### src/rtl/io_xlate_pkg.sv
package io_xlate_pkg;

    typedef enum logic [1:0] {
        SZ_BYTE = 2'd0,
        SZ_HALF = 2'd1,
        SZ_WORD = 2'd2,
        SZ_WRSV = 2'd3
    } acc_size_e;

    typedef enum logic {
        ST_IDLE = 1'b0,
        ST_WAIT = 1'b1
    } xact_state_e;

endpackage

### src/rtl/io_addr_map.sv
module io_addr_map #(
    parameter int              AW        = 32,
    parameter int              IO_AW     = 16,
    parameter logic [AW-1:0]   WIN_BASE  = 32'h8000_0000,
    parameter int              WIN_BYTES = 32'h0080_0000,
    parameter int              KEEP_BITS = 5,
    parameter int              PAGE_LSB  = 12,
    parameter int              PAGE_MSB  = 26,
    parameter int              PAGE_SHR  = 7
) (
    input  logic [AW-1:0]    addr_i,
    input  logic             sparse_i,
    output logic             in_window_o,
    output logic [IO_AW-1:0] port_addr_o
);
    localparam int            WIN_LSB   = $clog2(WIN_BYTES);
    localparam logic [AW-1:0] KEEP_MASK = (AW'(1) << KEEP_BITS) - AW'(1);
    localparam logic [AW-1:0] HI_MASK   = ((AW'(1) << (PAGE_MSB + 1)) - AW'(1))
                                        & ~((AW'(1) << PAGE_LSB) - AW'(1));
    localparam logic [AW-WIN_LSB-1:0] WIN_TAG = WIN_BASE[AW-1:WIN_LSB];

    logic [IO_AW-1:0] flat_addr;
    logic [IO_AW-1:0] sparse_addr;

    // Window hit: compare the bits above the window size with the base.
    assign in_window_o = (addr_i[AW-1:WIN_LSB] == WIN_TAG);

    // Contiguous: plain truncation to the port space.
    assign flat_addr   = addr_i[IO_AW-1:0];

    // Sparse: keep the low port bits and pull the page number down.
    assign sparse_addr = IO_AW'((addr_i & KEEP_MASK) | ((addr_i & HI_MASK) >> PAGE_SHR));

    assign port_addr_o = sparse_i ? sparse_addr : flat_addr;

endmodule

### src/rtl/io_lane_swap.sv
module io_lane_swap
    import io_xlate_pkg::*;
#(
    parameter int DW = 32
) (
    input  logic [DW-1:0] din_i,
    input  logic [1:0]    size_i,
    input  logic          swap_en_i,
    output logic [DW-1:0] dout_o
);
    localparam int NB = DW / 8;

    acc_size_e size_e;
    logic      rev_all;
    logic      rev_half;

    assign size_e   = acc_size_e'(size_i);
    assign rev_all  = swap_en_i && (size_e == SZ_WORD || size_e == SZ_WRSV);
    assign rev_half = swap_en_i && (size_e == SZ_HALF);

    for (genvar i = 0; i < NB; i++) begin : g_lane
        localparam int SRC_ALL  = NB - 1 - i;
        localparam int SRC_HALF = (i < 2) ? (1 - i) : i;
        always_comb begin
            if (rev_all) begin
                dout_o[8*i +: 8] = din_i[8*SRC_ALL +: 8];
            end else if (rev_half) begin
                dout_o[8*i +: 8] = din_i[8*SRC_HALF +: 8];
            end else begin
                dout_o[8*i +: 8] = din_i[8*i +: 8];
            end
        end
    end

endmodule

### src/rtl/io_window_xlate.sv
module io_window_xlate
    import io_xlate_pkg::*;
#(
    parameter int            AW        = 32,
    parameter int            DW        = 32,
    parameter int            IO_AW     = 16,
    parameter logic [AW-1:0] WIN_BASE  = 32'h8000_0000,
    parameter int            WIN_BYTES = 32'h0080_0000
) (
    input  logic             clk,
    input  logic             rst_n,
    input  logic             big_endian_i,
    input  logic             sparse_mode_i,
    input  logic             req_valid_i,
    output logic             req_ready_o,
    input  logic [AW-1:0]    req_addr_i,
    input  logic [1:0]       req_size_i,
    input  logic             req_write_i,
    input  logic [DW-1:0]    req_wdata_i,
    output logic             rsp_valid_o,
    output logic             rsp_miss_o,
    output logic [DW-1:0]    rsp_rdata_o,
    output logic             io_strobe_o,
    output logic             io_write_o,
    output logic [1:0]       io_size_o,
    output logic [IO_AW-1:0] io_addr_o,
    output logic [DW-1:0]    io_wdata_o,
    input  logic             io_ack_i,
    input  logic [DW-1:0]    io_rdata_i
);

    typedef struct packed {
        xact_state_e      state;
        logic             strobe;
        logic             write;
        logic [1:0]       size;
        logic             be;
        logic [IO_AW-1:0] addr;
        logic [DW-1:0]    wdata;
        logic             rsp_valid;
        logic             rsp_miss;
        logic [DW-1:0]    rsp_rdata;
    } xlate_regs_t;

    xlate_regs_t r_d, r_q;

    logic             accept;
    logic             hit;
    logic [IO_AW-1:0] port_addr;
    logic [DW-1:0]    wdata_lanes;
    logic [DW-1:0]    rdata_lanes;

    io_addr_map #(
        .AW        (AW),
        .IO_AW     (IO_AW),
        .WIN_BASE  (WIN_BASE),
        .WIN_BYTES (WIN_BYTES)
    ) i_addr_map (
        .addr_i      (req_addr_i),
        .sparse_i    (sparse_mode_i),
        .in_window_o (hit),
        .port_addr_o (port_addr)
    );

    // Outbound lanes use the request's own size and endian setting.
    io_lane_swap #(.DW(DW)) i_wr_swap (
        .din_i     (req_wdata_i),
        .size_i    (req_size_i),
        .swap_en_i (big_endian_i),
        .dout_o    (wdata_lanes)
    );

    // Inbound lanes use the values captured at acceptance.
    io_lane_swap #(.DW(DW)) i_rd_swap (
        .din_i     (io_rdata_i),
        .size_i    (r_q.size),
        .swap_en_i (r_q.be),
        .dout_o    (rdata_lanes)
    );

    assign req_ready_o = (r_q.state == ST_IDLE);
    assign accept      = req_valid_i && req_ready_o;

    always_comb begin
        r_d           = r_q;
        r_d.rsp_valid = 1'b0;
        r_d.rsp_miss  = 1'b0;
        r_d.rsp_rdata = '0;
        unique case (r_q.state)
            ST_IDLE: begin
                if (accept) begin
                    if (hit) begin
                        r_d.state  = ST_WAIT;
                        r_d.strobe = 1'b1;
                        r_d.write  = req_write_i;
                        r_d.size   = req_size_i;
                        r_d.be     = big_endian_i;
                        r_d.addr   = port_addr;
                        r_d.wdata  = wdata_lanes;
                    end else begin
                        r_d.rsp_valid = 1'b1;
                        r_d.rsp_miss  = 1'b1;
                    end
                end
            end
            ST_WAIT: begin
                if (io_ack_i) begin
                    r_d.state     = ST_IDLE;
                    r_d.strobe    = 1'b0;
                    r_d.rsp_valid = 1'b1;
                    r_d.rsp_rdata = r_q.write ? '0 : rdata_lanes;
                end
            end
            default: r_d.state = ST_IDLE;
        endcase
    end

    always_ff @(posedge clk) begin
        if (!rst_n) begin
            r_q <= '0;
        end else begin
            r_q <= r_d;
        end
    end

    assign rsp_valid_o = r_q.rsp_valid;
    assign rsp_miss_o  = r_q.rsp_miss;
    assign rsp_rdata_o = r_q.rsp_rdata;
    assign io_strobe_o = r_q.strobe;
    assign io_write_o  = r_q.write;
    assign io_size_o   = r_q.size;
    assign io_addr_o   = r_q.addr;
    assign io_wdata_o  = r_q.wdata;


    miss_no_strobe_chk: assert property (@(posedge clk) disable iff (!rst_n)
        (req_valid_i && req_ready_o && !hit) |=> (!io_strobe_o && rsp_valid_o && rsp_miss_o));


    flat_addr_chk: assert property (@(posedge clk) disable iff (!rst_n)
        (req_valid_i && req_ready_o && hit && !sparse_mode_i)
        |=> (io_addr_o == $past(req_addr_i[IO_AW-1:0])));


    hit_strobe_chk: assert property (@(posedge clk) disable iff (!rst_n)
        (req_valid_i && req_ready_o && hit) |=> io_strobe_o);


    hold_stable_chk: assert property (@(posedge clk) disable iff (!rst_n)
        (io_strobe_o && !io_ack_i) |=> (io_strobe_o && $stable(io_addr_o) && $stable(io_wdata_o)));


    busy_not_ready_chk: assert property (@(posedge clk) disable iff (!rst_n)
        io_strobe_o |-> !req_ready_o);


    ack_rsp_chk: assert property (@(posedge clk) disable iff (!rst_n)
        (io_strobe_o && io_ack_i) |=> (rsp_valid_o && !rsp_miss_o && !io_strobe_o && req_ready_o));

endmodule

### config.mk
export PLATFORM = sky130hd
export DESIGN_NAME = io_window_xlate
export DESIGN_NICKNAME = d
export VERILOG_FILES = /design/src/rtl/io_xlate_pkg.sv /design/src/rtl/io_addr_map.sv /design/src/rtl/io_lane_swap.sv /design/src/rtl/io_window_xlate.sv
export SDC_FILE = /design/constraint.sdc
export NUM_CORES = 1
export LEC_CHECK = 0
export ABC_AREA = 1
export BUFFER_PORTS_ARGS = -buffer_cell sky130_fd_sc_hd__buf_2
export CAP_MARGIN = 20
export CORE_ASPECT_RATIO = 1.1
export CORE_UTILIZATION = 45
export CTS_BUF_LIST = sky130_fd_sc_hd__clkbuf_8 sky130_fd_sc_hd__clkbuf_16
export DETAILED_ROUTE_END_ITERATION = 16
export GPL_TIMING_DRIVEN = 0
export PLACE_DENSITY = 0.88
export RECOVER_POWER = 100
export SLEW_MARGIN = 20
export SYNTH_ARGS = -nofsm -noshare
export SYNTH_HDL_FRONTEND = slang
export SYNTH_SLANG_ARGS = --single-unit
export TNS_END_PERCENT = 5
### constraint.sdc
create_clock -name clk -period 1.1 [get_ports clk]
set_input_delay 0.22 -clock clk [delete_from_list [all_inputs] [get_ports clk]]
set_output_delay 0.22 -clock clk [all_outputs]
set_load 0.01 [all_outputs]
==> flow_summary.ini <==
[floorplan]
fp.dieW_microns = 105
start_util_pct = 47.0
num_rows = 40
ios = 192
die-area_sq_um = 12100
die_height_microns = 115
core-area_sq_um = 11100

[routing]
drc = 0
first_pass_iters = 5
wl_per_cell_microns = 12.2
drtIter0Drc = 290
final_antenna_net_count = 0
viasPerCell = 4.55
wl_microns = 14900
num_vias = 5552

[global_routing]
grt_overflow_total = 0
grt_pass1_vias = 5013
grt_pass1_wl_microns = 22700
grt_max_degree = 19
grt_usage_pct = 24.0
antenna_found_initial = 1

[synth]
netlist_area_sq_um = 5230
netlist_instances = 857
yosysWarnings = 0
yosysSeqAreaShare_pct = 33.7
synth_top_area_cell = dfxtp_1
synth_top_cells_by_area = dfxtp_1, nand2_1, buf_4, nor2_1, inv_1
ys_ff_latch = 88
syn_avg_cell_area_sq_um = 6.10
netlist.area_leader.share_pct = 33.7
synth_cell_types = 18
synth_nets = 962

[sta]
rsz0062_at_grt = yes
whs_ps = 98.2
setup_tns_ps = -8530
skew_ps = 7.64
max_freq_ghz = 0.795
slew_violations = 0
period_minus_slack_ps = 1260
setup_viol = 159
relSlewSlack_pct = 66.6
finalHoldViolCount = 0
fin_crit_sh_pct = 114
layout_setup_ws_ps = -159
worstMarginPinSlew_ps = 501

[placed_design]
routabilityCongestion = 0.921
io_buffers = 190
hpwl_microns = 11100

[critical_path]
cp_max_fo = 8
end_kind = register
rrSetupSlack_ps = -160
worst_ep_arrival_time_ps = 1500
critPathKind = register to register
worstPathRequired_ps = 1340
startpoint_type = register

[pwr]
ir_drop_mv = 0.630
cellLeakagePower_uw = 0.00434
powerDensity_nw_per_um2 = 996

[status]
violations = setup timing
outcome = finished, violations left

[clock_tree]
htreeDepth = 3
cts_tree = built
cts_root_buf = clkbuf_16
postCtsHoldBufs = 0
numCtsBuffers = 9
clk_latency_ps = 350
clockBufferDepth = 2
path_clk_slew_ps = 70
cts_sinks = 88

[hold_path]
hp-class = primary input to register

[flow_run]
maxCapViolCount = 0

[finish]
fin_nets = 1172
syn_to_final_growth_pct = 33.4
drive_gt1_share_pct = 35.3
[cell usage after synthesis (all sizes together)]
cell	number
nand4	1
nor2	163
inv	147
buf	114
nand2	208
clkbuf	9
a21oi	13
dfxtp	88
nand3	32
or2	1
o21ai	80
o22ai	1
[worst max-delay path: stages, from the launching register on]
cell and delay (ps):
dfxtp_4 370, nor2_4 230, buf_6 170, buf_12 130
nand3_2 80, nor2_2 120, nor2_1 50
[cell families after synthesis]
group                  count (synthesis)  synth area share (%)
AOI/OAI and AO/OA                     94                  9.02
buffers and inverters                270                  26.8
DFF                                   88                  33.7
and+or+nand+nor                      405                  30.4
[area by class of cell]
cell class	instances	area, sq um
timing repair buffer	198	1030
clock inverter	7	73.8
fill	1032	4140
buffer	123	926
antenna	1	2.50
multi-input combinational	500	2190
inverter	147	557
sequential	88	1790
clock buffer	9	225
tap	147	184
[registers in the layout, indices dropped and copies added, names as in the netlist]
name,flops
rsp_rdata_o,32
io_wdata_o,32
rsp_miss_o,1
io_addr_o,16
io_size_o,2
rsp_valid_o,1
io_strobe_o,1
r_q,2
io_write_o,1
[timing repair]
action	in CTS	in global routing
resized for setup	51	49
setup endpoints to repair	171	171
gates cloned	1	2
buffers inserted	5	1
pin swaps	16	11
[through the flow]
stage               util [%]  area, sq um  total power (uW)  worst slack (ps)  std cells
CTS                     61.6         6840              6970             -98.2       1216
floorplan                  -         5230              3600             -44.2        857
global route            62.7         6970              7220              -198       1219
finish                  62.7         6970              6940              -159       1220
detailed placement      57.3         6360              3930              -374       1194
global placement        57.3         6360              3920              -349       1194
[worst paths after layout]
check,from,end,cells after the start
worst max-delay path,r_q[87],io_wdata_o[0],6
worst min register to register,io_strobe_o,io_strobe_o,2
worst min-delay path,req_write_i,io_write_o,3
worst max register to register,r_q[87],io_wdata_o[0],6
[where the power goes]
group | switching, uW | total [uW] | internal (uW)
clock | 1430 | 3040 | 1610
sequential | 2.29 | 3190 | 3190
combinational | 427 | 715 | 289
[cell usage in the layout, fill, tap and decap left out, types with 8 or more instances in the layout]
cell type,n
dfxtp_2,18
a21oi_1,12
nor2_1,149
clkbuf_16,9
buf_2,198
clkbuf_1,8
dfxtp_1,69
inv_1,146
nand2_1,204
nor2_2,13
nand3_1,23
buf_6,17
o21ai_1,19
o21ai_0,61
buf_4,90
[routing by layer]
metal | part of all wire [%] | track usage (%) | vias up
li1 | - | - | 2883
met1 | 42 | 27.8 | 2413
met2 | 49 | 42.3 | 225
met3 | 7.3 | 6.24 | 31
met4 | 2.4 | 10.2 | 0
met5 | 0 | 0 | -
No activity file was read; power rests on OpenSTA's default activity.
